===== config.mk =====
export PLATFORM = sky130hd
export DESIGN_NAME = ulpi_reg_engine
export DESIGN_NICKNAME = d
export VERILOG_FILES = /design/src/rtl/ulpi_reg_pkg.sv /design/src/rtl/ulpi_bus_owner.sv /design/src/rtl/ulpi_rxcmd_capture.sv /design/src/rtl/ulpi_reg_fsm.sv /design/src/rtl/ulpi_reg_engine.sv
export SDC_FILE = /design/constraint.sdc
export NUM_CORES = 1
export LEC_CHECK = 0
export BUFFER_PORTS_ARGS = -buffer_cell sky130_fd_sc_hd__clkbuf_2
export CORE_AREA = 10 10 70 72
export DETAILED_ROUTE_END_ITERATION = 7
export DIE_AREA = 0 0 80 82
export PLACE_DENSITY_LB_ADDON = 0.15
export SLEW_MARGIN = 5
export SYNTH_ARGS = -nofsm -noshare
export SYNTH_HDL_FRONTEND = slang
export SYNTH_HIERARCHICAL = 1
export SYNTH_SLANG_ARGS = --single-unit

===== constraint.sdc =====
create_clock -name clk -period 1.6 [get_ports clk]
set_input_delay 0.08 -clock clk [delete_from_list [all_inputs] [get_ports clk]]
set_output_delay 0.08 -clock clk [all_outputs]
set_load 0.03 [all_outputs]

===== src/rtl/ulpi_reg_pkg.sv =====
package ulpi_reg_pkg;

    localparam int DATA_W  = 8;
    localparam int ADDR_W  = 6;
    localparam int FIELD_W = 2;
    localparam int CODE_W  = DATA_W - ADDR_W;

    typedef enum logic [CODE_W-1:0] {
        OP_IDLE = 2'b00,
        OP_TX   = 2'b01,
        OP_REGW = 2'b10,
        OP_REGR = 2'b11
    } ulpi_op_e;

    typedef enum logic [2:0] {
        S_IDLE,
        S_CMD,
        S_WDATA,
        S_WSTP,
        S_RWAIT,
        S_RDATA
    } eng_state_e;

    typedef struct packed {
        logic                write;
        logic [ADDR_W-1:0]   addr;
        logic [DATA_W-1:0]   wdata;
    } reg_req_t;

    typedef struct packed {
        logic [FIELD_W-1:0] rx_event;
        logic [FIELD_W-1:0] vbus;
        logic [FIELD_W-1:0] line;
    } rx_status_t;

    function automatic logic [DATA_W-1:0] reg_cmd_byte(input logic write,
                                                       input logic [ADDR_W-1:0] addr);
        ulpi_op_e op;
        op = write ? OP_REGW : OP_REGR;
        return {op, addr};
    endfunction

    function automatic rx_status_t split_status(input logic [3*FIELD_W-1:0] b);
        return rx_status_t'(b);
    endfunction

endpackage


===== src/rtl/ulpi_bus_owner.sv =====
module ulpi_bus_owner (
    input  logic clk,
    input  logic rst,
    input  logic dir,
    output logic dir_q,
    output logic bus_up,
    output logic link_owns
);
    // dir_q: DIR in the previous cycle; a difference marks a turnaround.
    always_ff @(posedge clk) begin
        if (rst) begin
            dir_q  <= 1'b0;
            bus_up <= 1'b0;
        end else begin
            dir_q <= dir;
            if (!dir)
                bus_up <= 1'b1;
        end
    end

    // Drive only after release, never while DIR is high, never in turnaround.
    assign link_owns = bus_up && !dir && !dir_q;

    a_r1_released_after_low: assert property (@(posedge clk) disable iff (rst)
        $rose(bus_up) |-> $past(!dir));

endmodule


===== src/rtl/ulpi_rxcmd_capture.sv =====
module ulpi_rxcmd_capture
    import ulpi_reg_pkg::*;
(
    input  logic                     clk,
    input  logic                     rst,
    input  logic                     dir,
    input  logic                     dir_q,
    input  logic                     nxt,
    input  logic                     in_read_data,
    input  logic [3*FIELD_W-1:0]     data_lo,
    output rx_status_t               status
);
    logic take;
    assign take = dir && dir_q && !nxt && !in_read_data;

    always_ff @(posedge clk) begin
        if (rst)
            status <= '0;
        else if (take)
            status <= split_status(data_lo);
    end

    a_r8_hold_in_turnaround: assert property (@(posedge clk) disable iff (rst)
        (dir != dir_q) |=> $stable(status));

endmodule


===== src/rtl/ulpi_reg_fsm.sv =====
module ulpi_reg_fsm
    import ulpi_reg_pkg::*;
(
    input  logic               clk,
    input  logic               rst,
    input  logic               bus_up,
    input  logic               link_owns,
    input  logic               dir,
    input  logic               nxt,
    input  logic [DATA_W-1:0]  data_in,
    input  logic               req_valid,
    input  reg_req_t           req,
    output logic [DATA_W-1:0]  data_out,
    output logic               stp,
    output logic [DATA_W-1:0]  rdata,
    output logic               done,
    output logic               aborted,
    output logic               busy,
    output logic               in_read_data
);
    eng_state_e state;
    reg_req_t   req_q;

    always_ff @(posedge clk) begin
        if (rst) begin
            state   <= S_IDLE;
            req_q   <= '0;
            rdata   <= '0;
            done    <= 1'b0;
            aborted <= 1'b0;
        end else begin
            done    <= 1'b0;
            aborted <= 1'b0;
            unique case (state)
                S_IDLE: begin
                    if (req_valid && bus_up) begin
                        req_q <= req;
                        state <= S_CMD;
                    end
                end
                S_CMD: begin
                    if (dir) begin
                        aborted <= 1'b1;
                        state   <= S_IDLE;
                    end else if (nxt && link_owns) begin
                        state <= req_q.write ? S_WDATA : S_RWAIT;
                    end
                end
                S_WDATA: begin
                    if (dir) begin
                        aborted <= 1'b1;
                        state   <= S_IDLE;
                    end else if (nxt && link_owns) begin
                        state <= S_WSTP;
                    end
                end
                S_WSTP: begin
                    done  <= 1'b1;
                    state <= S_IDLE;
                end
                S_RWAIT: begin
                    if (dir)
                        state <= S_RDATA;
                end
                S_RDATA: begin
                    if (dir && !nxt) begin
                        rdata <= data_in;
                        done  <= 1'b1;
                    end else begin
                        aborted <= 1'b1;
                    end
                    state <= S_IDLE;
                end
                default: state <= S_IDLE;
            endcase
        end
    end

    always_comb begin
        unique case (state)
            S_CMD:   data_out = reg_cmd_byte(req_q.write, req_q.addr);
            S_WDATA: data_out = req_q.wdata;
            default: data_out = {OP_IDLE, {ADDR_W{1'b0}}};
        endcase
    end

    assign stp          = (state == S_WSTP);
    assign busy         = (state != S_IDLE);
    assign in_read_data = (state == S_RDATA);

    a_r5_data_after_turnaround: assert property (@(posedge clk) disable iff (rst)
        (state == S_RDATA) |-> $past(dir));

    a_r9_no_restart: assert property (@(posedge clk) disable iff (rst)
        (state != S_IDLE && state != S_WSTP && state != S_RDATA && !dir && !(nxt && link_owns))
        |=> $stable(req_q));

endmodule


===== src/rtl/ulpi_reg_engine.sv =====
module ulpi_reg_engine
    import ulpi_reg_pkg::*;
(
    input  logic                 clk,
    input  logic                 rst,
    input  logic                 ulpi_dir,
    input  logic                 ulpi_nxt,
    input  logic [DATA_W-1:0]    ulpi_data_in,
    output logic [DATA_W-1:0]    ulpi_data_out,
    output logic                 ulpi_data_oe,
    output logic                 ulpi_stp,
    input  logic                 req_valid,
    input  logic                 req_write,
    input  logic [ADDR_W-1:0]    req_addr,
    input  logic [DATA_W-1:0]    req_wdata,
    output logic [DATA_W-1:0]    req_rdata,
    output logic                 req_done,
    output logic                 req_aborted,
    output logic                 req_busy,
    output logic [FIELD_W-1:0]   line_state,
    output logic [FIELD_W-1:0]   vbus_state,
    output logic [FIELD_W-1:0]   rx_event
);
    logic       dir_q;
    logic       bus_up;
    logic       link_owns;
    logic       in_read_data;
    reg_req_t   req;
    rx_status_t status;

    assign req = '{write: req_write, addr: req_addr, wdata: req_wdata};

    ulpi_bus_owner u_owner (
        .clk       (clk),
        .rst       (rst),
        .dir       (ulpi_dir),
        .dir_q     (dir_q),
        .bus_up    (bus_up),
        .link_owns (link_owns)
    );

    ulpi_reg_fsm u_fsm (
        .clk          (clk),
        .rst          (rst),
        .bus_up       (bus_up),
        .link_owns    (link_owns),
        .dir          (ulpi_dir),
        .nxt          (ulpi_nxt),
        .data_in      (ulpi_data_in),
        .req_valid    (req_valid),
        .req          (req),
        .data_out     (ulpi_data_out),
        .stp          (ulpi_stp),
        .rdata        (req_rdata),
        .done         (req_done),
        .aborted      (req_aborted),
        .busy         (req_busy),
        .in_read_data (in_read_data)
    );

    ulpi_rxcmd_capture u_rxcmd (
        .clk          (clk),
        .rst          (rst),
        .dir          (ulpi_dir),
        .dir_q        (dir_q),
        .nxt          (ulpi_nxt),
        .in_read_data (in_read_data),
        .data_lo      (ulpi_data_in[3*FIELD_W-1:0]),
        .status       (status)
    );

    assign ulpi_data_oe = link_owns;
    assign line_state   = status.line;
    assign vbus_state   = status.vbus;
    assign rx_event     = status.rx_event;

    a_r2_release_on_dir: assert property (@(posedge clk) disable iff (rst)
        ulpi_dir |-> !ulpi_data_oe);

    a_r2_turnaround_quiet: assert property (@(posedge clk) disable iff (rst)
        (!ulpi_dir && $past(ulpi_dir)) |-> !ulpi_data_oe);

    a_r4_stp_one_cycle: assert property (@(posedge clk) disable iff (rst)
        ulpi_stp |=> !ulpi_stp);

    a_r4_stp_with_idle: assert property (@(posedge clk) disable iff (rst)
        ulpi_stp |-> (ulpi_data_out == '0));

    a_r6_single_outcome: assert property (@(posedge clk) disable iff (rst)
        !(req_done && req_aborted));

    a_r9_outcome_follows_busy: assert property (@(posedge clk) disable iff (rst)
        (req_done || req_aborted) |-> $past(req_busy));

endmodule


==> flow_metrics.env, run 1 <==
export IMPL_outcome="finished clean"
export IMPL_layout_worst_path_cycle_share=0.951
export IMPL_async_flop_share=0
export IMPL_postRouteAntennaNets=0
export IMPL_maxCapViolCount=0
export IMPL_post_synthesis_sequential_element_count=36
export IMPL_ys_seq_area_frac=0.426
export IMPL_crit_required_ns=1.52
export IMPL_clkSinkCount=36
export IMPL_yosys_most_used_dff="dfxtp_1"
export IMPL_first_global_vias=1721
export IMPL_slew_limit_headroom=0.709
export IMPL_drive_gt1_frac=0.319
export IMPL_ys_warnings_count=6
export IMPL_timing_worst_setup_path_type="reg2out"
export IMPL_crit_path_start_kind="flop"
export IMPL_detailroute_via_count=1753
export IMPL_die_ar_um2=6560
export IMPL_multi_input_comb_area_um2=905
export IMPL_dp_hpwl_um=3370
export IMPL_post_route_drc_count=0
export IMPL_synth_area_um2=1690
export IMPL_maximum_vdd_drop_mv=0.521
export IMPL_most_frequent_cells_in_the_layout="46 x clkbuf_2, 33 x dfxtp_1, 28 x a21oi_1"
export IMPL_capturing_element_type_of_the_critical_path="output port"
export IMPL_tritoncts_clock_tree="yes"
export IMPL_syn_to_final_growth_pct=42.2
export IMPL_die_w_um=80
export IMPL_area_sequential_um2=732
export IMPL_die_h_um=82
export IMPL_layout_filler_cells=304
export IMPL_grt_first_pass_wirelength_um=8060
export IMPL_synthesis_instances=201
export IMPL_share_of_the_core_filled_with_cells_in_the_final_layout=0.673
export IMPL_synth_cell_type_count=33
export IMPL_detail_route_vias_per_cell=5.31
export IMPL_layout_cells_non_filler=330
export IMPL_finalMaxSlewViolations=0
export IMPL_clock_fmax_mhz=657
export IMPL_start_util=0.473
export IMPL_placedCellCount=297
export IMPL_gpl_final_weighted_congestion=0.806
export IMPL_buffer_ports_inserted=54
export IMPL_leakagePower_nw=0.998
export IMPL_nets_final=309
export IMPL_h_tree_depth=2
export IMPL_layout_cells_most_common="clkbuf_2"
export IMPL_final_min_clock_period_ns=1.52
export IMPL_grt_start_max_net_pins=26
export IMPL_syn_num_nets=229
export IMPL_clk_root_buffer_cell="clkbuf_4"
export IMPL_wirelength_um=4850
export IMPL_cts_buffer_depth=2
export IMPL_worst_clock_skew_ns=0.00892
export IMPL_clock_pin_slew_of_the_registers_on_the_worst_case_setup_and_hold_paths_ns=0.11
export IMPL_worst_path_max_fanout=8
export IMPL_detailedRoute_firstPassIterationCount=4
export IMPL_count_of_flip_flops_with_a_built_in_enable_after_synthesis=0
export IMPL_std_cell_rows=22
export IMPL_postPlaceCellArea_um2=2020
export IMPL_pwr_per_cell_area_nw_per_um2=830
export IMPL_worst_pin_slew_ns=0.433
export IMPL_stdcell_area_um2=2410
export IMPL_clock_latency_on_the_worst_skew_pair_ns=0.35
export IMPL_unrepaired_setup_endpoints_after_global_routing="yes"
export IMPL_worstPathArrival_ns=1.44
export IMPL_insertedDiodeCount=0
export IMPL_grt_antenna_before_repair=0
export IMPL_setup_violations=0
export IMPL_synthesis_area_per_instance_um2=8.42
export IMPL_timing_hold_violations_final=0
export IMPL_gr_total_overflow=0
export IMPL_core_area_um2=3580
export IMPL_io_pins=55
export IMPL_inserted_clock_buffers=5
export IMPL_routed_wire_length_per_instance_um=14.7
export IMPL_dr_first_iter_drc_count=108
export IMPL_grt_usage=0.152
export IMPL_hold_path_class="in2reg"
==> area by class of cell <==
cell class,instances,area share
flip-flops and latches,36,0.304
clock inverters,3,0.0177
clock buffers,5,0.0156
repair buffers,90,0.256
multi-input cells,145,0.376
well taps,48,0.0249
inverters,3,0.00572
==> per-layer routing <==
| layer | track usage | part of all wire |
|---|---|---|
| met2 | 0.246 | 0.48 |
| met4 | 0.0739 | 0.012 |
| met1 | 0.180 | 0.44 |
| met5 | 0 | 0 |
| met3 | 0.0480 | 0.072 |
==> cells in the mapped netlist (2+ instances only) <==
cell,instances,area (um2)
dfxtp_1,36,721
a21oi_1,28,140
o21ai_0,27,135
nand3_1,24,120
nand2b_1,14,87.6
nor2_1,13,48.8
buf_2,7,35.0
clkbuf_1,7,26.3
a22oi_1,6,45.0
mux2i_1,6,60.1
buf_6,3,33.8
nor2b_1,3,18.8
a211oi_1,2,15.0
and2b_1,2,15.0
inv_2,2,7.51
nand2_1,2,7.51
nand3b_1,2,15.0
nand4bb_1,2,22.5
==> worst max-delay path: stages, from the launching register on <==
cell and delay, ns:
dfxtp_4 0.41, nor2b_4 0.15, buf_6 0.14, a22oi_2 0.09, nor2_1 0.10, clkbuf_4 0.20
==> power breakdown <==
group	internal (mW)	total, mW	switching [mW]
Sequential	0.925	0.952	0.0267
Clock	0.326	0.643	0.317
Combinational	0.179	0.403	0.224
==> metrics by stage <==
stage	power (mW)	hold slack, ns	setup slack, ns	TNS, ns
floorplan	1.19	0.149	0.141	0
global placement	1.30	0.316	0.202	0
detailed placement	1.30	0.321	0.191	0
CTS	2.00	0.00171	0.0113	0
global route	2.10	0.00358	-0.0101	-0.0101
finish	2.00	0.0180	0.0785	0
==> sequential cells by signal, indices dropped and copies added (netlist names) <==
register        flops
u_fsm/aborted       1
u_fsm/done          1
u_fsm/rdata         8
u_fsm/req_q        15
u_fsm/state         3
u_owner/bus_up      1
u_owner/dir_q       1
u_rxcmd/status      6
==> final timing paths <==
check | startpoint | end | slack (ns) | cells past startpoint
max | u_fsm/state[0]$_SDFFE_PP0P_ | ulpi_data_out[2] | 0.08 | 5
min | rst | u_fsm/aborted$_SDFF_PP0_ | 0.02 | 2
max reg2reg | u_owner/bus_up$_SDFFE_PP0N_ | u_fsm/state[0]$_SDFFE_PP0P_ | 0.14 | 5
min reg2reg | u_fsm/rdata[6]$_SDFFE_PP0P_ | u_fsm/rdata[6]$_SDFFE_PP0P_ | 0.48 | 2
==> logic make-up (layout without fill, tap and decap cells) <==
kind of cell,count (synthesis),in the layout,share of synthesized area
simple gates,70,71,0.245
compound gates,67,67,0.221
flops,36,36,0.426
buf+inv,21,101,0.0673
mux,6,6,0.0355
xor+xnor,1,1,0.00517
==> what timing repair did <==
item                                    in CTS  in global routing
hold buffers                                23                  0
pin swaps                                    0                  3
endpoints found under the setup margin       9                  9
gates resized for setup                      7                 24
setup buffers                                0                  1
hold endpoints to repair                    29                  0
cloned                                       0                  1
No activity file was read; power rests on OpenSTA's default activity.
==> inputs of run 2 (changes only) <==
--- a/config.mk
+++ b/config.mk
@@ -10,6 +10,7 @@
 export DETAILED_ROUTE_END_ITERATION = 7
 export DIE_AREA = 0 0 80 82
 export PLACE_DENSITY_LB_ADDON = 0.15
+export RECOVER_POWER = 50
 export SLEW_MARGIN = 5
 export SYNTH_ARGS = -nofsm -noshare
 export SYNTH_HDL_FRONTEND = slang
==> run 2 against run 1 <==
Net effect:
- wire length rose by 1.1%
- worst setup slack got worse by 0.0016 ns
- clock skew rose by 0.0026 ns
- largest cell class unchanged
- critical endpoint unchanged
- critical path depth did not move
- final area fell by 0.88%
- count of clock-buffer cells in the layout did not move
==> flow_metrics.env, run 2 (synthesis gave the netlist of run 1 again) <==
export IMPL_die_h_um=82
export IMPL_slew_limit_headroom=0.605
export IMPL_layout_cells_non_filler=330
export IMPL_dp_hpwl_um=3370
export IMPL_grt_antenna_before_repair=0
export IMPL_buffer_ports_inserted=54
export IMPL_placedCellCount=297
export IMPL_largest_registers="u_fsm/req_q: 15 flops, u_fsm/rdata: 8 flops, u_rxcmd/status: 6 flops"
export IMPL_stdcell_area_um2=2390
export IMPL_gr_total_overflow=0
export IMPL_maximum_vdd_drop_mv=0.521
export IMPL_detailroute_via_count=1748
export IMPL_clk_root_buffer_cell="clkbuf_4"
export IMPL_clkSinkCount=36
export IMPL_inserted_clock_buffers=5
export IMPL_outcome="finished clean"
export IMPL_die_w_um=80
export IMPL_io_pins=55
export IMPL_gpl_final_weighted_congestion=0.806
export IMPL_clock_pin_slew_of_the_registers_on_the_worst_case_setup_and_hold_paths_ns=0.11
export IMPL_core_area_um2=3580
export IMPL_h_tree_depth=2
export IMPL_worst_path_max_fanout=8
export IMPL_post_route_drc_count=0
export IMPL_grt_start_max_net_pins=26
export IMPL_postPlaceCellArea_um2=2020
export IMPL_routed_wire_length_per_instance_um=14.8
export IMPL_detail_route_vias_per_cell=5.30
export IMPL_crit_path_start_kind="flop"
export IMPL_detailedRoute_firstPassIterationCount=4
export IMPL_final_min_clock_period_ns=1.52
export IMPL_leakagePower_nw=0.940
export IMPL_clock_latency_on_the_worst_skew_pair_ns=0.35
export IMPL_dp_worst_setup_slack_ns=0.191
export IMPL_largest_register="u_fsm/req_q"
export IMPL_worst_clock_skew_ns=0.0115
export IMPL_capturing_element_type_of_the_critical_path="output port"
export IMPL_cts_buffer_depth=2
export IMPL_final_critical_path_setup_slack_ns=0.0769
export IMPL_finalMaxSlewViolations=0
export IMPL_grt_first_pass_wirelength_um=8060
export IMPL_finalPower_mw=2.00
export IMPL_nets_final=309
export IMPL_die_ar_um2=6560
export IMPL_wirelength_um=4900
export IMPL_timing_worst_setup_path_type="reg2out"
export IMPL_start_util=0.473
export IMPL_layout_cells_most_common="dfxtp_1"
export IMPL_first_global_vias=1721
export IMPL_layout_worst_path_cycle_share=0.952
export IMPL_drive_gt1_frac=0.259
export IMPL_most_frequent_cells_in_the_layout="33 x dfxtp_1, 29 x clkbuf_2, 28 x a21oi_1"
export IMPL_crit_required_ns=1.52
export IMPL_tritoncts_clock_tree="yes"
export IMPL_maxCapViolCount=0
export IMPL_grt_usage=0.152
export IMPL_hold_path_class="in2reg"
export IMPL_setup_violations=0
export IMPL_worstPathArrival_ns=1.44
export IMPL_timing_hold_violations_final=0
export IMPL_dr_first_iter_drc_count=89
export IMPL_clock_fmax_mhz=657
export IMPL_largest_reg_flops=15
export IMPL_syn_to_final_growth_pct=40.9
export IMPL_std_cell_rows=22
export IMPL_worst_pin_slew_ns=0.593
export IMPL_postRouteAntennaNets=0
export IMPL_unrepaired_setup_endpoints_after_global_routing="yes"
export IMPL_insertedDiodeCount=0
export IMPL_pwr_per_cell_area_nw_per_um2=839
## run 2: cell type report
class | instances | area, um2
well taps | 48 | 60.1
fillers | 316 | 1190
multi-input cells | 145 | 905
repair buffers | 90 | 596
flip-flops and latches | 36 | 732
clock inverters | 3 | 42.5
clock buffers | 5 | 37.5
inverters | 3 | 13.8
## run 2: worst paths after layout
check,from,to,slack [ns],cells past startpoint
worst max-delay path,u_fsm/state[0]$_SDFFE_PP0P_,ulpi_data_out[2],0.08,5
worst min-delay path,rst,u_fsm/aborted$_SDFF_PP0_,0.02,2
worst max register to register,u_owner/bus_up$_SDFFE_PP0N_,u_fsm/state[0]$_SDFFE_PP0P_,0.12,5
worst min register to register,u_fsm/rdata[6]$_SDFFE_PP0P_,u_fsm/rdata[6]$_SDFFE_PP0P_,0.48,2
## run 2: critical path: stages, from the launching register on
cell and delay (ns):
dfxtp_4 0.41, nor2b_4 0.15, buf_6 0.14, a22oi_2 0.09
nor2_1 0.10, clkbuf_4 0.20
## run 2: power by group
part | switching (mW) | total (mW) | internal [mW]
Combinational | 0.223 | 0.401 | 0.178
Clock | 0.322 | 0.648 | 0.326
Sequential | 0.0269 | 0.952 | 0.925
Total | 0.572 | 2.00 | 1.43
## run 2: timing repair
action,4_1_cts,5_1_grt
pin swaps,0,3
hold endpoints to repair,29,0
resized for setup,7,24
setup endpoints to repair,9,9
cloned,0,1
setup buffers,0,1
hold buffers,23,0
## run 2: metal layers
metal,part of all wire,global-route usage,vias to the layer above
met1,0.46,0.180,817
met3,0.064,0.0480,5
met4,0.011,0.0739,0
li1,-,-,874
met2,0.47,0.246,52
met5,0,0,-
## run 2: per-stage QoR
step           hold slack, ns   util  setup TNS (ns)
2_1_floorplan           0.149      -               0
3_3_place_gp            0.316  0.564               0
3_5_place_dp            0.321  0.564               0
4_1_cts               0.00171  0.654               0
5_1_grt               0.00358  0.667         -0.0101
6_report               0.0185  0.667               0
